$ cat config.mk
export PLATFORM = sky130hd
export DESIGN_NAME = pwdt_top
export DESIGN_NICKNAME = d
export VERILOG_FILES = /design/src/rtl/pwdt_pkg.sv /design/src/rtl/pwdt_rstsync.sv /design/src/rtl/pwdt_decode.sv /design/src/rtl/pwdt_regs.sv /design/src/rtl/pwdt_count.sv /design/src/rtl/pwdt_top.sv
export SDC_FILE = /design/constraint.sdc
export NUM_CORES = 1
export LEC_CHECK = 0
export BUFFER_PORTS_ARGS = -buffer_cell sky130_fd_sc_hd__buf_2
export CAP_MARGIN = 20
export CORE_MARGIN = 4
export CORE_UTILIZATION = 51
export DETAILED_ROUTE_END_ITERATION = 12
export GPL_TIMING_DRIVEN = 0
export PLACE_DENSITY = 0.77
export REMOVE_ABC_BUFFERS = 1
export SYNTH_ARGS = -nofsm -noshare
export SYNTH_HDL_FRONTEND = slang
export SYNTH_SLANG_ARGS = --single-unit
$ cat constraint.sdc
create_clock -name clk -period 2.1 [get_ports clk]
set_input_delay 0 -clock clk [delete_from_list [all_inputs] [get_ports clk]]
set_output_delay 0 -clock clk [all_outputs]
set_load 0.01 [all_outputs]
$ cat src/rtl/pwdt_pkg.sv
package pwdt_pkg;
  localparam int unsigned ADDR_W = 12;

  localparam logic [ADDR_W-1:0] OFS_LOAD  = 12'h000;
  localparam logic [ADDR_W-1:0] OFS_VALUE = 12'h004;
  localparam logic [ADDR_W-1:0] OFS_CTRL  = 12'h008;
  localparam logic [ADDR_W-1:0] OFS_ICLR  = 12'h00C;
  localparam logic [ADDR_W-1:0] OFS_RAW   = 12'h010;
  localparam logic [ADDR_W-1:0] OFS_MSK   = 12'h014;
  localparam logic [ADDR_W-1:0] OFS_LOCK  = 12'hC00;

  typedef enum logic [2:0] {
    SEL_NONE,
    SEL_LOAD,
    SEL_VALUE,
    SEL_CTRL,
    SEL_ICLR,
    SEL_RAW,
    SEL_MSK,
    SEL_LOCK
  } pwdt_sel_e;
endpackage

$ cat src/rtl/pwdt_rstsync.sv
module pwdt_rstsync (
  input  logic clk,
  input  logic rst_n,
  output logic rst_sync_n
);
  logic meta_q;
  logic sync_q;

  always_ff @(posedge clk or negedge rst_n) begin
    if (!rst_n) begin
      meta_q <= 1'b0;
      sync_q <= 1'b0;
    end else begin
      meta_q <= 1'b1;
      sync_q <= meta_q;
    end
  end

  assign rst_sync_n = sync_q;
endmodule

$ cat src/rtl/pwdt_decode.sv
module pwdt_decode
  import pwdt_pkg::*;
(
  input  logic [ADDR_W-1:0] addr,
  output pwdt_sel_e         sel
);
  always_comb begin
    case (addr)
      OFS_LOAD:  sel = SEL_LOAD;
      OFS_VALUE: sel = SEL_VALUE;
      OFS_CTRL:  sel = SEL_CTRL;
      OFS_ICLR:  sel = SEL_ICLR;
      OFS_RAW:   sel = SEL_RAW;
      OFS_MSK:   sel = SEL_MSK;
      OFS_LOCK:  sel = SEL_LOCK;
      default:   sel = SEL_NONE;
    endcase
  end
endmodule

$ cat src/rtl/pwdt_regs.sv
module pwdt_regs
  import pwdt_pkg::*;
#(
  parameter int unsigned DW        = 32,
  parameter bit          STICKY_EN = 1'b0,
  parameter logic [DW-1:0] KEY     = 32'h1ACC_E551
) (
  input  logic          clk,
  input  logic          rst_n,
  input  logic          wr_stb,
  input  pwdt_sel_e     sel,
  input  logic [DW-1:0] wdata,
  input  logic [DW-1:0] cnt,
  input  logic          raw,
  output logic [DW-1:0] load_q,
  output logic          en_q,
  output logic          rre_q,
  output logic          ld_stb,
  output logic          clr_stb,
  output logic          rise_stb,
  output logic [DW-1:0] rdata
);
  localparam logic [DW-1:0] LOAD_RST = {DW{1'b1}};

  logic          open_q;
  logic          open_d;
  logic [DW-1:0] load_d;
  logic          en_d;
  logic          rre_d;
  logic          wr_ok;
  logic          ctrl_frozen;
  logic          ctrl_wr;
  logic          lock_wr;

  generate
    if (STICKY_EN) begin : g_sticky
      assign ctrl_frozen = en_q;
    end else begin : g_plain
      assign ctrl_frozen = 1'b0;
    end
  endgenerate

  assign wr_ok    = wr_stb && open_q;
  assign ld_stb   = wr_ok && (sel == SEL_LOAD);
  assign clr_stb  = wr_ok && (sel == SEL_ICLR);
  assign ctrl_wr  = wr_ok && (sel == SEL_CTRL) && !ctrl_frozen;
  assign rise_stb = ctrl_wr && wdata[0] && !en_q;
  assign lock_wr  = wr_stb && (sel == SEL_LOCK);

  always_comb begin
    load_d = load_q;
    en_d   = en_q;
    rre_d  = rre_q;
    open_d = open_q;
    if (ld_stb) begin
      load_d = wdata;
    end
    if (ctrl_wr) begin
      en_d  = wdata[0];
      rre_d = wdata[1];
    end
    if (lock_wr) begin
      open_d = (wdata == KEY);
    end
  end

  always_ff @(posedge clk or negedge rst_n) begin
    if (!rst_n) begin
      load_q <= LOAD_RST;
    end else if (ld_stb) begin
      load_q <= load_d;
    end
  end

  always_ff @(posedge clk or negedge rst_n) begin
    if (!rst_n) begin
      en_q  <= 1'b0;
      rre_q <= 1'b0;
    end else if (ctrl_wr) begin
      en_q  <= en_d;
      rre_q <= rre_d;
    end
  end

  always_ff @(posedge clk or negedge rst_n) begin
    if (!rst_n) begin
      open_q <= 1'b1;
    end else if (lock_wr) begin
      open_q <= open_d;
    end
  end

  always_comb begin
    rdata = '0;
    case (sel)
      SEL_LOAD:  rdata = load_q;
      SEL_VALUE: rdata = cnt;
      SEL_CTRL:  rdata = {{(DW-2){1'b0}}, rre_q, en_q};
      SEL_RAW:   rdata = {{(DW-1){1'b0}}, raw};
      SEL_MSK:   rdata = {{(DW-1){1'b0}}, raw & en_q};
      SEL_LOCK:  rdata = {{(DW-1){1'b0}}, !open_q};
      default:   rdata = '0;
    endcase
  end

  AST_STICKY_HOLD: assert property (@(posedge clk) disable iff (!rst_n)
    (STICKY_EN && en_q) |=> en_q);
  AST_LOCKED_LOAD: assert property (@(posedge clk) disable iff (!rst_n)
    (!open_q && wr_stb && sel == SEL_LOAD) |=> $stable(load_q));
endmodule

$ cat src/rtl/pwdt_count.sv
module pwdt_count #(
  parameter int unsigned DW = 32
) (
  input  logic          clk,
  input  logic          rst_n,
  input  logic          tick,
  input  logic          en,
  input  logic          rre,
  input  logic [DW-1:0] load,
  input  logic          ld_stb,
  input  logic [DW-1:0] ld_val,
  input  logic          clr_stb,
  input  logic          rise_stb,
  output logic [DW-1:0] cnt_q,
  output logic          raw_q,
  output logic          rreq_q
);
  localparam logic [DW-1:0] CNT_RST = {DW{1'b1}};
  localparam logic [DW-1:0] ONE     = {{(DW-1){1'b0}}, 1'b1};

  logic [DW-1:0] cnt_d;
  logic          raw_d;
  logic          rreq_d;
  logic          step;
  logic          bus_op;
  logic          ce;

  assign step   = tick && en;
  assign bus_op = ld_stb || clr_stb || rise_stb;
  assign ce     = bus_op || step;

  always_comb begin
    cnt_d  = cnt_q;
    raw_d  = raw_q;
    rreq_d = rreq_q;
    if (ld_stb) begin
      cnt_d = ld_val;
    end else if (clr_stb) begin
      cnt_d = load;
      raw_d = 1'b0;
    end else if (rise_stb) begin
      cnt_d = load;
    end else if (step) begin
      if (cnt_q == '0) begin
        cnt_d = load;
      end else begin
        cnt_d = cnt_q - ONE;
        if (cnt_q == ONE) begin
          raw_d = 1'b1;
          if (raw_q && rre) begin
            rreq_d = 1'b1;
          end
        end
      end
    end
  end

  always_ff @(posedge clk or negedge rst_n) begin
    if (!rst_n) begin
      cnt_q  <= CNT_RST;
      raw_q  <= 1'b0;
      rreq_q <= 1'b0;
    end else if (ce) begin
      cnt_q  <= cnt_d;
      raw_q  <= raw_d;
      rreq_q <= rreq_d;
    end
  end

  AST_HOLD_IDLE: assert property (@(posedge clk) disable iff (!rst_n)
    (!en && !bus_op) |=> $stable(cnt_q));
  AST_LOAD_RESTART: assert property (@(posedge clk) disable iff (!rst_n)
    ld_stb |=> (cnt_q == $past(ld_val)));
  AST_ZERO_RELOAD: assert property (@(posedge clk) disable iff (!rst_n)
    (step && !bus_op && cnt_q == '0) |=> (cnt_q == $past(load)));
  AST_CLR_RELOAD: assert property (@(posedge clk) disable iff (!rst_n)
    clr_stb |=> (!raw_q && cnt_q == $past(load)));
  AST_RREQ_HELD: assert property (@(posedge clk) disable iff (!rst_n)
    rreq_q |=> rreq_q);
endmodule

$ cat src/rtl/pwdt_top.sv
module pwdt_top
  import pwdt_pkg::*;
#(
  parameter int unsigned DW        = 32,
  parameter bit          STICKY_EN = 1'b0
) (
  input  logic              clk,
  input  logic              rst_n,
  input  logic              tick_en,
  input  logic              psel,
  input  logic              penable,
  input  logic              pwrite,
  input  logic [ADDR_W-1:0] paddr,
  input  logic [DW-1:0]     pwdata,
  output logic [DW-1:0]     prdata,
  output logic              pready,
  output logic              pslverr,
  output logic              irq_o,
  output logic              rst_req_o
);
  logic          rst_i_n;
  pwdt_sel_e     sel;
  logic          wr_stb;
  logic [DW-1:0] load_q;
  logic [DW-1:0] cnt_q;
  logic          en_q;
  logic          rre_q;
  logic          raw_q;
  logic          ld_stb;
  logic          clr_stb;
  logic          rise_stb;

  assign wr_stb  = psel && penable && pwrite;
  assign pready  = 1'b1;
  assign pslverr = 1'b0;

  pwdt_rstsync u_rst (
    .clk        (clk),
    .rst_n      (rst_n),
    .rst_sync_n (rst_i_n)
  );

  pwdt_decode u_dec (
    .addr (paddr),
    .sel  (sel)
  );

  pwdt_regs #(
    .DW        (DW),
    .STICKY_EN (STICKY_EN)
  ) u_regs (
    .clk      (clk),
    .rst_n    (rst_i_n),
    .wr_stb   (wr_stb),
    .sel      (sel),
    .wdata    (pwdata),
    .cnt      (cnt_q),
    .raw      (raw_q),
    .load_q   (load_q),
    .en_q     (en_q),
    .rre_q    (rre_q),
    .ld_stb   (ld_stb),
    .clr_stb  (clr_stb),
    .rise_stb (rise_stb),
    .rdata    (prdata)
  );

  pwdt_count #(
    .DW (DW)
  ) u_cnt (
    .clk      (clk),
    .rst_n    (rst_i_n),
    .tick     (tick_en),
    .en       (en_q),
    .rre      (rre_q),
    .load     (load_q),
    .ld_stb   (ld_stb),
    .ld_val   (pwdata),
    .clr_stb  (clr_stb),
    .rise_stb (rise_stb),
    .cnt_q    (cnt_q),
    .raw_q    (raw_q),
    .rreq_q   (rst_req_o)
  );

  assign irq_o = raw_q & en_q;
endmodule

Yosys cells after proc, flatten, opt, wreduce, memory -nomap -nowiden
Cells that the tools add are included.
{"block": "totals", "reg_bits": 71, "latch_bits": 0, "ram_bits": 0, "rom_bits": 0, "out_inout_bits": 36, "n_memories": 0}
{"block": "classes", "n_addsub": 1, "multipliers": 0, "div_mod_pow": 0, "order_cmp": 0, "eq_ne": 17, "shift": 0, "n_mux": 12, "n_bitwise": 5, "n_reduce_logical": 24}
{"op": "$pmux 32 s6", "n": 1}
{"op": "$mux 32", "n": 5}
{"op": "$eq 32x1->1 const B", "n": 1}
{"op": "$eq 32x29->1 const B", "n": 1}
{"op": "$logic_not 32->1", "n": 1}
{"op": "$sub 32x1->32 const B", "n": 1}
{"op": "$eq 12x4->1 const B", "n": 2}
{"op": "$eq 12x5->1 const B", "n": 2}
{"op": "$pmux 3 s7", "n": 1}
{"op": "$eq 12x12->1 const B", "n": 1}
{"op": "$eq 12x3->1 const B", "n": 1}
{"op": "$eq 3x3->1 const B", "n": 4}
{"op": "$logic_not 12->1", "n": 1}
{"op": "$logic_and 1x1->1", "n": 11}
{"op": "$reduce_and 8->1", "n": 1}
{"op": "$eq 3x2->1 const B", "n": 2}
{"op": "$reduce_and 6->1", "n": 1}
{"op": "$mux 1", "n": 5}
{"op": "$ne 2x1->1 const B", "n": 2}
{"op": "$not 1->1", "n": 4}
{"op": "$reduce_bool 2->1", "n": 2}
{"op": "$reduce_bool 4->1", "n": 1}
{"op": "$eq 3x1->1 const B", "n": 1}
{"op": "$logic_or 1x1->1", "n": 3}
{"op": "3 further kinds", "n": 4}

Depth between registers and ports, before layout
Gate-level depths: netlist of run 1.
{"block": "logic_depth", "depth_word": 9, "ltp_mapped": 10, "depth_no_buf": 9}

By module
From an unflattened synthesis of run 1, not the netlist that was laid out.
{"block": "unflattened", "cells_unflattened": 462, "area_unflattened_um2": 4818.4}
{"module": "pwdt_count", "n_inst": 1, "cells_per_inst": 290, "area_each_um2": 2727.6, "seq_area_each_um2": 890.9}
{"module": "pwdt_regs", "n_inst": 1, "cells_per_inst": 143, "area_each_um2": 1878.1, "seq_area_each_um2": 917.1}
{"module": "pwdt_decode", "n_inst": 1, "cells_per_inst": 20, "area_each_um2": 123.9, "seq_area_each_um2": 0.0}
{"module": "pwdt_rstsync", "n_inst": 1, "cells_per_inst": 3, "area_each_um2": 53.8, "seq_area_each_um2": 50.0}
{"module": "pwdt_top", "n_inst": 1, "cells_per_inst": 6, "area_each_um2": 35.0, "seq_area_each_um2": 0.0}

Least setup slack after synthesis of run 1
OpenSTA, ideal clock, no wires.
{"block": "synth_timing", "kind": "register to register", "start": "register u_cnt.cnt_q[0]", "end": "register u_cnt.cnt_q[8]", "setup_time_ns": 0.082, "arrival_time_ns": 2.312, "required_time_ns": 2.018, "path_slack_ns": -0.294, "stages_incl_launch_ff": 11, "path_buffers": 1, "period_less_slack_ns": 2.394, "cell_sequence": "dfstp_2 > inv_1 > ha_1 > or4b_2 > nor4_1 > and2_4 > buf_8 > o21ai_2 > a32oi_1 > nor2_1 > a211o_1"}
{"block": "synth_via", "elab_chain_cells": 6, "word_cells_on_any_way": 7, "cone_classes": "add/sub (1); mux (5); reduce/logical (1)"}
{"element": "from (decl)", "line": "pwdt_count.sv:14", "source": "output logic [DW-1:0] cnt_q,"}
{"element": "from (signal assigned)", "line": "pwdt_count.sv:64", "source": "cnt_q <= cnt_d;"}
{"element": "$sub 32x1->32 or $logic_not 32->1 (tied branches)", "line": "pwdt_count.sv:47, pwdt_count.sv:44"}
{"element": "$mux 32 *", "line": "pwdt_count.sv:44", "source": "if (cnt_q == '0) begin"}
{"element": "$mux 32 *", "line": "pwdt_count.sv:43", "source": "end else if (step) begin"}
{"element": "$mux 32 *", "line": "pwdt_count.sv:41", "source": "end else if (rise_stb) begin"}
{"element": "$mux 32 *", "line": "pwdt_count.sv:38", "source": "end else if (clr_stb) begin"}
{"element": "$mux 32 *", "line": "pwdt_count.sv:36", "source": "if (ld_stb) begin"}
Every way passes the cells marked *; elsewhere a longest branch is shown, timed or not. The select of a mux whose other input is x is not followed.
A chain may end at the register's enable or synchronous reset.

Worst setup path after layout of run 1
{"block": "layout_timing", "start": "register u_cnt.cnt_q[31]", "end": "register u_cnt.cnt_q[30]"}
{"block": "layout_via", "elab_chain_cells": 6}
{"element": "$logic_not 32->1", "line": "pwdt_count.sv:44"}
{"element": "$mux 32", "line": "pwdt_count.sv:44"}
{"element": "$mux 32", "line": "pwdt_count.sv:43"}
{"element": "$mux 32", "line": "pwdt_count.sv:41"}
{"element": "$mux 32", "line": "pwdt_count.sv:38"}
{"element": "$mux 32", "line": "pwdt_count.sv:36"}
Every way passes these cells. The select of a mux whose other input is x is not followed.

==> flow_results.org, run 1 <==
** Run status
- Run status :: finished with violations
- The final reports fail on setup timing.

** Placed design
- Number of input and output port buffers inserted :: 83
- Routability-driven placement congestion ratio :: 0.965
- The placed instances occupy a cell area of 5310 µm².
- Placed wire-length estimate after detailed placement :: just under 10,000 µm

** Timing
- Time the worst path needs with I/O delays and setup :: between 2 and 2.5 ns
- Final setup skew :: 0.0150 ns
- Setup violations remaining at the end of the flow were counted as 34.
- Worst Tran Pin Value :: slightly below 0.9 ns
- For this run, the top clock speed supported by timing is slightly above 400 MHz.
- In this run the tightest slew margin relative to its limit is 40.7%.
- Final Hold Slack :: 0.0201 ns
- Total count of max-transition violations in the final report :: 0
- RSZ-0062 raised after global routing :: yes
- Smallest setup slack after layout :: -0.370 ns
- After layout, the worst path uses 118% of the clock period.
- The number of hold violations in the final report was 0.

** Floorplanning
- The die covers 11,200 µm².
- The floorplan step defined a core boundary enclosing 9280 µm².
- The die is 106 µm tall.
- IO Count :: 86
- Die outline width :: approximately 110 µm
- The initialized floorplan defines 35 standard-cell rows.
- Starting Density :: 52.5%

** Power
- Cell internal pwr :: 2.15 mW
- The design draws ~2.8 mW.
- Sequential share of power :: 49.7%
- Net switching is 23.9% of the power.
- Power spread over the standard cell area amounts to 434 nW/µm².
- Switch Pwr :: 0.678 mW
- Leakage power total :: 2.99 nW
- The clock network burns between 40% and 50% of the power.
- IR drop worst, VDD :: 0.000360 V
- Part of the power in combinational logic :: 6.9%

** CTS
- Number of sinks handled by clock tree synthesis :: between 70 and 80
- After clock tree synthesis, the clock-pin slew on the worst setup and hold paths is 0.08 ns.
- Clk Latency, worst-skew pair :: roughly 0.36 ns
- TritonCTS built the clock tree.
- Number of buffers on the longest clock path :: 2
- The root buffer cell chosen for the clock tree is clkbuf_8.
- In this run, CTS created clock tree buffers numbering 9.
- H-Tree Level Count :: 3

** Routing
- In the final routed layout, each cell accounts on average for 21.5 µm.
- The first detailed-routing pass ran for 6 iterations.
- Detailed-route vias per instance :: 6.56
- The first routing iteration left 669 violations.
- The count of nets left with antenna violations once routing finished came out at 0.
- For this block, the routed nets add up to roughly 18,000 µm of wire.
- Via count of the routed design :: between 5,000 and 6,000
- After detailed routing, the number of remaining DRC violations is 0.

** Logic synthesis
- Of all flip-flops after synthesis, the portion carrying an async set or reset was 100%.
- Synth Cell Area :: 4870 µm²
- Synthesis instantiated a little under 90 different standard cells from the library.
- After synthesis, the largest area contributor takes up 35.0% of total cell area.
- The largest total area in the synthesized netlist belongs to dfstp_2.
- During synthesis, Yosys emitted a total of 0 warnings.
- Top cells by area in the synthesized netlist :: dfstp_2 35%, nand2_1 9.0%, a22o_1 5.2%, dfrtp_1 3.1%, nor2_1 2.8%
- Synthesis handed over a netlist of 555 instances.
- In this run, synthesis inferred 0 flip-flops with an integrated enable.
- Dividing the synthesized area by the synthesized cell count gives approximately 8.8 µm².
- Sequential area share after synthesis :: 38.1%
- The synthesized design contains 71 register bits.
- The most used flip-flop cell after synthesis is dfstp_2.

** Setup path
- The worst setup path is launched from a register.
- Worst EP arrival :: ~2.8 ns
- Launching element of the worst setup path :: u_cnt.cnt_q[31]$_DFFE_PN1P_
- The critical path is of the register to register type.
- The worst register-to-register path begins at u_cnt.cnt_q[31]$_DFFE_PN1P_.
- Crit. End Element :: register
- Worst Path Required :: 2.38 ns
- In this run the worst path has a maximum fanout of 7.

** Flow run
- Max-cap violations :: 0

** Finish
- With fillers left out, the area of the finished cells amounts to 6520 µm².
- # diodes :: 0
- Compared with the post-synthesis result, the final layout area differs by 33.7%.
- Share of cells above drive strength 1 :: 39.8%
- After filler insertion, the fill cell instance count of the layout stands at 715.
- Area of combinational cells with multiple inputs :: 3140 µm²
- The net count of the finished layout is 747.
- FF/Latch Area :: 1860 µm²

** Hold path
- Beginning of the worst hold path :: pwdata[3]
- Class of the most critical hold timing path :: input pin to register

** Global route
- GRT Util Overall :: approximately 29%
- First-pass GRT wire length :: 26,300 µm
- Number of global-route vias before repair :: 5,154
- Global-route congestion overflow total :: 0
- Entering global routing, the biggest net connects 70 pins.
- Number of antenna violations at the first check in global routing :: 0
==> power by group through the flow <==
stage	registers (mW)	logic (mW)	clock network [mW]
2_1_floorplan	1.42	0.0443	0
3_3_place_gp	1.43	0.118	0
3_5_place_dp	1.43	0.121	0
4_1_cts	1.41	0.180	1.23
5_1_grt	1.41	0.208	1.29
6_report	1.41	0.195	1.23
==> cell usage after synthesis (all sizes together), types with 3 or more instances <==
master  number
a211o        8
a21boi       6
a21o         8
a21oi       13
a22o        30
a22oi        8
a31oi        9
a32oi        4
and2         9
and3         9
buf         18
clkbuf      12
dfrtp        6
dfstp       65
ha           3
inv          8
mux2i       11
nand2      119
nand3       17
nand4        7
nor2        38
nor3        20
nor3b        3
nor4        16
nor4bb       3
o211ai       8
o21ai       20
o31ai        4
or2          4
or3          4
or4         10
xnor2        7
xor2         7
==> cell type report <==
cell class	instances	area share, %
clock buffer	11	2.02
clock inverter	5	1.27
inverter	8	0.499
multi-input combinational	451	48.2
sequential	71	28.6
tap	129	2.48
timing repair buffer	153	17.0
==> layer usage <==
layer,vias to the layer above,part of all wire [%],global-route usage (%)
li1,2346,-,-
met1,2582,37,37.1
met2,406,47,48.0
met3,98,9.9,5.57
met4,0,5.6,14.4
met5,-,0,0
==> worst max-delay path, cell delays in order, from the launching register on <==
cell and delay, ns:
dfstp_2 0.39, or4_4 0.55, nor4_4 0.33, buf_4 0.21, nand4_4 0.17, a21boi_4 0.23, buf_8 0.19, mux2i_1 0.12
o211ai_1 0.19
==> final timing paths <==
check	slack, ns	endpoint	depth (start not counted)
hold / removal	0.02	u_regs.load_q[3]$_DFFE_PN1P_	3
hold reg to reg	0.36	u_rst.rst_sync_n$_DFF_PN0_	0
max in group asynchronous	1.06	u_regs.en_q$_DFFE_PN0N_	0
min in group asynchronous	0.48	u_rst.rst_sync_n$_DFF_PN0_	3
setup reg to reg	-0.37	u_cnt.cnt_q[30]$_DFFE_PN1P_	8
setup / recovery	-0.37	u_cnt.cnt_q[30]$_DFFE_PN1P_	8
==> sequential cells by signal, indices dropped and copies added, names as in the netlist <==
| name | flops |
|---|---|
| u_regs.en_q | 1 |
| u_cnt.rreq_q | 1 |
| u_regs.open_q | 1 |
| u_rst.rst_sync_n | 1 |
| u_regs.load_q | 32 |
| u_cnt.raw_q | 1 |
| u_cnt.cnt_q | 32 |
| u_rst.meta_q | 1 |
| u_regs.rre_q | 1 |
==> through the flow <==
step | cells | util [%] | setup TNS (ns) | setup WS (ns)
after floorplan | 526 | - | -47.11 | -1.08
after global placement | 738 | 56.7 | -201.15 | -2.93
after detailed placement | 740 | 57.2 | -61.47 | -1.27
after CTS | 811 | 67.1 | -6.01 | -0.233
after global routing | 828 | 70.2 | -11.57 | -0.413
final | 828 | 70.2 | -10.28 | -0.370
==> what timing repair did <==
| item | 4_1_cts | 5_1_grt |
|---|---|---|
| setup endpoints to repair | 96 | 39 |
| resized for setup | 42 | 29 |
| endpoints found under the hold margin | 50 | 0 |
| hold buffers | 32 | 0 |
| cloned | 3 | 1 |
| setup buffers | 20 | 16 |
| pin swaps | 15 | 30 |
==> logic make-up after synthesis <==
| family | Yosys count | synth area share [%] |
|---|---|---|
| other | 2 | 0.154 |
| buffers and inverters | 38 | 4.49 |
| flip-flops | 71 | 38.1 |
| XOR/XNOR | 14 | 2.52 |
| multiplexers | 13 | 2.72 |
| adder cells (fa/ha/maj) | 3 | 0.770 |
| AND/OR/NAND/NOR | 273 | 28.9 |
| AO/OA/AOI/OAI | 141 | 22.3 |
==> layout by cell type, fill, tap and decap left out, drive strengths merged, types with 8 or more instances in the layout <==
cell type and n:
a211o 8, a21o 8, a21oi 13, a22o 30, a22oi 8, a31oi 9
and2 11, and3 9, buf 121, clkbuf 11, dfstp 65, dlygate4sd3 32
inv 8, mux2i 11, nand2 119, nand3 17, nor2 39, nor3 20
nor4 16, o211ai 8, o21ai 20, or4 10
Power figures use the tool's default switching activity.
==> run 2, diff against run 1 <==
--- a/config.mk
+++ b/config.mk
@@ -8,10 +8,10 @@
 export BUFFER_PORTS_ARGS = -buffer_cell sky130_fd_sc_hd__buf_2
 export CAP_MARGIN = 20
 export CORE_MARGIN = 4
-export CORE_UTILIZATION = 51
+export CORE_UTILIZATION = 57
 export DETAILED_ROUTE_END_ITERATION = 12
 export GPL_TIMING_DRIVEN = 0
-export PLACE_DENSITY = 0.77
+export PLACE_DENSITY = 0.81
 export REMOVE_ABC_BUFFERS = 1
 export SYNTH_ARGS = -nofsm -noshare
 export SYNTH_HDL_FRONTEND = slang
==> constraint.sdc (replaced) <==
create_clock -name clk -period 2.9 [get_ports clk]
set_input_delay 0 -clock clk [delete_from_list [all_inputs] [get_ports clk]]
set_output_delay 0 -clock clk [all_outputs]
set_load 0.01 [all_outputs]
==> run 2 against run 1 <==
The flow now finishes without violations; wire length fell by 15%; sequential share of layout area rose by 3.4 points; global-route usage rose by 1.5 points; non-clock buffer count fell by 35; total power fell by 30%; die area fell by 9.8%; via count fell by 8.6%; highest routed layer unchanged; clock skew rose by 0.0040 ns; combinational power fell by 36%; core utilization rose by 0.37 points.
==> flow_results.org, run 2 (same netlist as run 1, synthesis figures left out) <==
** Run status
- The run finished with clean final reports.

** Floorplanning
- Measured along the x axis, the die boundary spans between 100 and 150 µm.
- Starting Density :: about three fifths
- Core area :: a little over 8000 µm²
- In this run the core area contains 33 standard-cell rows.
- DIE HEIGHT :: 100 µm
- IO Count :: 86
- Floorplan die area :: 10,100 µm²

** Finish
- # diodes :: 0
- Cell area after layout :: 5830 µm²
- The finished layout holds around 770 standard cells, fillers aside.
- After filler insertion, the fill cell instance count of the layout stands at 667.
- Leaving out fill and tap cells, the most frequent cell in the layout is nand2_1.
- From synthesis to final layout, the design area changed by 19.6%.
- Largest registers ranked by flip-flop count :: u_cnt.cnt_q: 32 flops, u_regs.load_q: 32 flops
- Of the cells placed in the final design, the portion with a size suffix greater than 1 is 30.5%.
- Nets@finish :: 708
- Commonest cells after routing, fill and taps aside :: 116 x nand2_1, 83 x buf_2, 65 x dfstp_2

** Placed design
- Total cell area at the placement stage :: 5280 µm²
- In this run, placement finished with an instance count of a little over 700.
- Number of input and output port buffers inserted :: 83
- Placed wire-length estimate after detailed placement :: just over 10,000 µm
- Placement Setup Slack :: -0.535 ns
- Routability-driven placement congestion ratio :: around 0.89

** Power
- Dividing total power by cell area gives a power density of ~340 nW/µm².
- Summed over all cells, the static leakage comes to ~2.7 nW.
- VDD sags by at most 0.000284 V.

** Global route
- The number of global-route vias before repair is between 4,000 and 5,000.
- First-pass GRT wire length :: between 20,000 and 25,000 µm
- Entering global routing, the biggest net connects 70 pins.
- Global-route congestion overflow total :: 0
- Number of antenna violations at the first check in global routing :: 0
- Global routing consumed, over all layers together, between 30% and 40% of the routing resources.

** Setup path
- For the worst setup path, the data required time is ~3.2 ns.
- The worst setup path is of the register to register kind.
- The worst setup path is launched from a register.
- R2r startpoint :: u_cnt.cnt_q[0]$_DFFE_PN1P_
- In this run the worst path has a maximum fanout of 13.
- STA classifies the critical path endpoint as a register.
- Data on the critical path arrives at its endpoint at 2.98 ns.
- Launching element of the worst setup path :: u_cnt.cnt_q[0]$_DFFE_PN1P_

** CTS
- H-Tree Level Count :: 3
- Number of sinks handled by clock tree synthesis :: 71
- Clock-pin slew was measured on the worst setup and hold paths at 0.07 ns.
- Count of buffers added by post-CTS timing repair for setup :: 0
- CTS tree :: done
- The root buffer cell chosen for the clock tree is clkbuf_8.
- Number of buffers on the longest clock path :: 2
- The clock reaches the later pin of the worst-skew pair after around 0.37 ns.
- Number of CTS-inserted buffers :: 9

** Hold path
- Beginning of the worst hold path :: pwdata[8]
- Class of the most critical hold timing path :: input pin to register

** Timing
- Between clock sinks in the finished design, the worst skew comes to 0.0189 ns.
- Time the worst path needs with I/O delays and setup :: 2.69 ns
- Top achievable clock speed :: 372 MHz
- Total count of max-transition violations in the final report :: 0
- The worst path uses around 93% of the clock period.
- Setup violations remaining at the end of the flow were counted as 0.
- Worst Tran Pin Value :: around 0.89 ns
- The number of hold violations in the final report came to 0.
- In the post-route analysis, the smallest setup slack over all paths is 0.211 ns.
- In this run the tightest slew margin relative to its limit is approximately two fifths.
- RSZ-0062 raised after global routing :: no

** Routing
- Dividing the detail-routed via count by the number of cells gives 6.49.
- Overall routed net length :: 15,000 µm
- The pre-antenna-repair detailed-routing pass consisted of 7 iterations.
- Once detail routing completed, the nets flagged for antenna violations numbered 0.
- Via count of the routed design :: 4,967
- After detailed routing, the number of remaining DRC violations is 0.
- Dividing the detail-routed wire length by the instance count gives 19.6 µm.
- In this run, the number of DRC markers left after iteration 0 of detailed routing was 373.

** Flow run
- Max-cap violations in this run came to 0.
-- run 2: changes by cell type in the layout (fill, tap and decap cells not counted), moves of 5 or more --
| cell | change |
|---|---|
| buf_4 | -27 |
| nor3_1 | +6 |
| nor3_2 | -5 |
| nor4_1 | +5 |
-- run 2: where the power goes --
part,switching (mW),internal [mW],total (mW)
Clock,0.398,0.443,0.841
Combinational,0.0562,0.0687,0.125
Sequential,0.0204,0.999,1.02
-- run 2: final timing paths --
path | slack [ns] | cells after the start | endpoint
min in group asynchronous | 0.48 | 3 | u_rst.rst_sync_n$_DFF_PN0_
hold / removal | 0.02 | 3 | u_regs.load_q[8]$_DFFE_PN1P_
max in group asynchronous | 1.85 | 0 | u_cnt.raw_q$_DFFE_PN0P_
hold reg to reg | 0.36 | 0 | u_rst.rst_sync_n$_DFF_PN0_
setup reg to reg | 0.21 | 9 | u_cnt.cnt_q[28]$_DFFE_PN1P_
setup / recovery | 0.21 | 9 | u_cnt.cnt_q[28]$_DFFE_PN1P_
-- run 2: stage by stage --
stage | hold WS (ns) | total power, mW | setup TNS, ns | utilization (%)
global route | 0.0461 | 2.05 | 0 | 70.6
detailed placement | -0.214 | 1.12 | -9.79 | 63.9
floorplan | -0.296 | 1.06 | -3.30 | -
global placement | -0.214 | 1.12 | -116.00 | 63.4
CTS | 0.00965 | 1.99 | 0 | 70.5
finish | 0.0246 | 1.98 | 0 | 70.6
-- run 2: area by class of cell --
cell class / count / area, µm² / area share [%]
Tap cell: 105 / 131 / 2.25
Timing Repair Buffer: 118 / 773 / 13.3
Clock inverter: 5 / 56.3 / 0.966
Clock buffer: 11 / 151 / 2.60
Sequential cell: 71 / 1860 / 31.9
Multi-Input combinational cell: 447 / 2820 / 48.5
Inverter: 8 / 30.0 / 0.515
-- run 2: critical path: stages (launching register included) --
cell	delay (ns)
dfstp_2	0.41
inv_1	0.14
ha_1	0.25
or4b_2	0.62
nor4_2	0.20
and2_4	0.30
nor2_1	0.08
and3_1	0.22
a21boi_1	0.13
a211o_1	0.27
-- run 2: metal layers --
| layer | share of wire [%] | vias up | global-route usage, % |
|---|---|---|---|
| li1 | - | 2259 | - |
| met1 | 42 | 2431 | 40.1 |
| met2 | 48 | 245 | 51.6 |
| met3 | 7.8 | 32 | 5.12 |
| met4 | 2.1 | 0 | 11.5 |
| met5 | 0 | - | 0 |
-- run 2: what timing repair did --
action | CTS | global route
hold buffers | 33 | 0
pin swaps | 0 | 0
resized for setup | 2 | 2
setup endpoints to repair | 9 | 10
endpoints found under the hold margin | 54 | 0
==> run 3, diff against run 2 <==
--- a/config.mk
+++ b/config.mk
@@ -5,13 +5,14 @@
 export SDC_FILE = /design/constraint.sdc
 export NUM_CORES = 1
 export LEC_CHECK = 0
+export ABC_AREA = 1
 export BUFFER_PORTS_ARGS = -buffer_cell sky130_fd_sc_hd__buf_2
 export CAP_MARGIN = 20
 export CORE_MARGIN = 4
 export CORE_UTILIZATION = 57
 export DETAILED_ROUTE_END_ITERATION = 12
 export GPL_TIMING_DRIVEN = 0
-export PLACE_DENSITY = 0.81
+export PLACE_DENSITY = 0.8
 export REMOVE_ABC_BUFFERS = 1
 export SYNTH_ARGS = -nofsm -noshare
 export SYNTH_HDL_FRONTEND = slang
==> run 3 against run 2 <==
Cell count increased by 51%; global-route usage increased by 1.0 points; core utilization decreased by 1.3 points; total power increased by 10%; hold slack got worse by 0.017 ns; final area increased by 17%; critical path depth increased by 3; synthesized cell count increased by 65%; sequential share of layout area decreased by 4.6 points; worst setup slack got worse by 0.0014 ns; register-to-register slack about the same.
==> flow_results.org, run 3 <==
** Finish
- The library cells used most frequently in the layout, excluding fill and tap cells, are 362 x nand2_1, 97 x nor2_1, 97 x inv_1.
- Relative area change from synthesis to final layout :: 18.1%
- The number of antenna diodes in the final layout is 0.
- After filler insertion, the fill cell instance count of the layout stands at 920.
- Of the cells placed in the final design, the portion with a size suffix greater than 1 is roughly a fifth.
- With fillers left out, the area of the finished cells amounts to 6800 µm².
- In the final layout, the registers with the most flip-flops are u_cnt.cnt_q: 32 flops, u_regs.load_q: 32 flops.
- FF/Latch Area :: roughly 1900 µm²
- Summing all multi-input logic gate instances after layout gives 3350 µm².
- At the end of the flow, the number of nets in the layout was 1,072.
- Leaving out fill and tap cells, the most frequent cell in the layout is nand2_1.

** Logic synthesis
- Commonest cells in the netlist :: 362 x nand2_1, 98 x inv_1, 97 x nor2_1
- Cell variety after synth :: between 40 and 50
- After synthesis, the share of flip-flops with an asynchronous set or reset is 100%.
- Number of synthesized register bits :: 71
- Synth Cell Area :: ~5800 µm²
- After synthesis, the largest area contributor takes up 29.7% of total cell area.
- Averaged over all synthesized cells, the footprint is around 6.3 µm².
- Leading area contributor after synthesis :: dfstp_2
- Post-synth top flop :: dfstp_2
- Synthesis warning total :: 0
- In the post-synthesis netlist, the biggest area contributors are dfstp_2 30%, nand2_1 24%, inv_1 6.4%, nor2_1 6.3%, o21ai_0 4.7%.
- Sequential area share after synthesis :: between 30% and 40%
- Counting flops with a built-in enable in the synthesized netlist gives 0.
- The most common cell in the synthesized netlist is nand2_1.
- Syn Inst Count :: a little over 900

** CTS
- Number of CTS-inserted buffers :: 9
- In this run the number of H-tree levels came out at 3.
- The clock passes through at most 2 buffers.
- After clock tree synthesis, the clock-pin slew on the worst setup and hold paths is ~0.080 ns.
- CTS tree :: done
- Clk Latency, worst-skew pair :: 0.35 ns
- The tree is rooted in a clkbuf_8.
- Number of sinks handled by clock tree synthesis :: between 70 and 80

** Timing
- Final-report hold violation count :: 0
- Final setup skew :: between 0.01 and 0.015 ns
- Top achievable clock speed :: 372 MHz
- Relative max-transition margin :: 37.0%
- Setup repair after global routing left no endpoint under its margin.
- Time the worst path needs with I/O delays and setup :: 2.69 ns
- For the final routed database, the setup TNS stands at 0 ns.
- Setup violations remaining at the end of the flow were counted as 0.
- Share of the clock period used by the worst path :: 92.8%
- The final number of max-transition violations was 0.
- Worst Tran Pin Value :: 0.945 ns

** Setup path
- Reg2Reg Setup Slack :: approximately 0.21 ns
- The most critical setup path has its startpoint at u_regs.open_q$_DFFE_PN1P_.
- Depth of the worst register-to-register path :: 12
- Data arrives at the worst endpoint at between 2 and 3 ns.
- Data on the critical path is required at its endpoint by 3.19 ns.
- Critical R2R Capture :: u_cnt.cnt_q[18]$_DFFE_PN1P_
- The slowest stage of the critical path is the dfstp_2 cell.
- The critical path crosses 12 cells after its start point.
- STA classifies the critical path endpoint as a register.
- R2r startpoint :: u_regs.open_q$_DFFE_PN1P_
- The worst setup path is launched from a register.
- Cell type group with the largest total delay on the critical path :: simple AND/OR/NAND/NOR gates
- Slowest Stage Delay on Critical Path :: 0.54 ns
- The signal on the critical path passes through inv_1, nor2_4, inv_1, nor2_8, inv_4, nand2_1, inv_2, nand3_4, inv_2, nor2_1, nand2_1, nand3_1.
- End point of the critical path :: u_cnt.cnt_q[18]$_DFFE_PN1P_
- Buffer and inverter count on the worst path :: 5
- Largest fanout on the critical path :: 36
- CP Class :: register to register

** Routing
- After detailed routing, the number of remaining DRC violations is 0.
- 1st-iter DRT viols :: 655
- Detailed-route wire length per cell :: 15.9 µm
- Via count of the routed design :: about 6,300
- The count of nets left with antenna violations once routing finished came out at 0.
- Overall routed net length :: 18,300 µm
- After detailed routing, the number of vias per cell comes to 5.48.
- First-pass iteration count of the detailed router :: 6

** Floorplanning
- Floorplan die area :: 11,800 µm²
- Starting Density :: 58.6%
- Row generation in the floorplan step produced 36 rows.
- Measured along the y axis, the die boundary spans approximately 110 µm.
- In this run the count of I/O pins placed on the die edge is 86.
- The region available for standard cell placement spans 9820 µm².
- The die is 108 µm wide.

** Power
- The share of total power dissipated in sequential elements is 47.5%.
- Leakage power total :: 3.78 nW
- Of the total power, the share spent switching nets is about a quarter.
- Clock Power Share :: 39.7%
- Across the VDD grid, the largest voltage drop is between 0.0002 and 0.00025 V.
- Summed over all nets, the switching power comes to 0.577 mW.
- Power density over the cells :: 322 nW/µm²
- Combinational cells account for 12.9% of the total power.
- Internal power comes to between 1.5 and 2 mW.

** Run status
- Run status :: finished clean

** Global route
- Entering global routing, the biggest net connects 70 pins.
- GRT Util Overall :: 31.8%
- Number of antenna violations at the first check in global routing :: 0
- First-pass GRT wire length :: 29,400 µm
- Number of global-route vias before repair :: 5,856
- Global-route congestion overflow total :: 0

** Placed design
- Once detailed placement completed, the half-perimeter wirelength came to approximately 12,000 µm.
- The count of buffers added on input and output ports is 83.
- In this run the cell area measured after placement is 6180 µm².
- The congestion estimate from routability-driven global placement came to around 0.94.

** Hold path
- The worst hold path belongs to the class input pin to register.

** Flow run
- Max-cap violations :: 0
==> run 3: cell types whose count changed in the layout (fill, tap and decap cells not counted), sizes merged, moves of 25 or more <==
cell / delta
nand3: +38
nor2: +76
inv: +95
o21ai: +45
a22o: -30
o22ai: +25
nand2: +250
==> run 3: power by group through the flow <==
stage,Combinational [mW],Clock (mW),Sequential [mW]
detailed placement,0.239,0,1.06
floorplan,0.161,0,1.05
global route,0.316,0.910,1.05
global placement,0.236,0,1.06
finish,0.282,0.870,1.04
CTS,0.275,0.867,1.04
==> run 3: routing by layer <==
metal	vias up	GRT usage, %	part of all wire [%]
li1	3099	-	-
met4	0	9.83	2.6
met2	331	52.2	46
met1	2874	44.3	43
met3	42	3.28	8.5
met5	-	0	0
==> run 3: area by class of cell <==
class	instances	share of cell area [%]
clock inverters	4	1.03
well taps	133	2.45
inverters	106	6.00
clock buffers	12	1.99
multi-input cells	711	49.3
repair buffers	120	11.8
flip-flops and latches	71	27.4
==> run 3: how the worst min path moves through the flow <==
stage / start / slack (ns) / end / depth (start not counted)
after floorplan: rst_n / -0.30 / u_rst.meta_q$_DFF_PN0_ / 0
after global placement: rst_n / -0.21 / u_rst.rst_sync_n$_DFF_PN0_ / 1
after detailed placement: rst_n / -0.21 / u_rst.rst_sync_n$_DFF_PN0_ / 1
after CTS: pwdata[31] / 0.02 / u_regs.load_q[31]$_DFFE_PN1P_ / 3
after global routing: pwdata[31] / 0.06 / u_regs.load_q[31]$_DFFE_PN1P_ / 3
final: pwdata[31] / 0.008 / u_regs.load_q[31]$_DFFE_PN1P_ / 3
==> run 3: logic make-up (layout without fill, tap and decap cells) <==
group	count (synthesis)	count (layout)	share of synthesized area (%)
AO/OA/AOI/OAI	112	112	10.6
XOR/XNOR	20	20	3.04
adder cells (fa/ha/maj)	3	3	0.652
buffers and inverters	140	242	10.6
flip-flops	71	71	32.3
multiplexers	2	2	0.369
other	2	3	0.130
AND/OR/NAND/NOR	567	571	42.3
==> run 3: repair_timing <==
item / CTS / global route
gates resized for setup: 2 / 4
gates cloned: 3 / 1
pin swaps: 3 / 1
setup endpoints to repair: 33 / 25
hold buffers: 33 / 0
hold endpoints to repair: 46 / 0
setup buffers: 2 / 0
==> run 3: worst reg2reg max path: cells and delay by family (launching register included) <==
family / cells / cell delay, ns
AND/OR/NAND/NOR: 7 / 1.25
buffers and inverters: 5 / 0.84
flip-flops: 1 / 0.54
==> run 3: through the flow <==
stage / total power, mW / utilization [%] / worst slack, ns / std cells / hold WS, ns
3_5_place_dp: 1.29 / 63.0 / -1.13 / 1102 / -0.212
4_1_cts: 2.18 / 69.0 / 0.0790 / 1156 / 0.0218
3_3_place_gp: 1.29 / 62.5 / -1.13 / 1100 / -0.213
6_report: 2.19 / 69.2 / 0.210 / 1157 / 0.00752
5_1_grt: 2.27 / 69.2 / 0.0671 / 1157 / 0.0617
2_1_floorplan: 1.21 / - / 0.0944 / 884 / -0.296
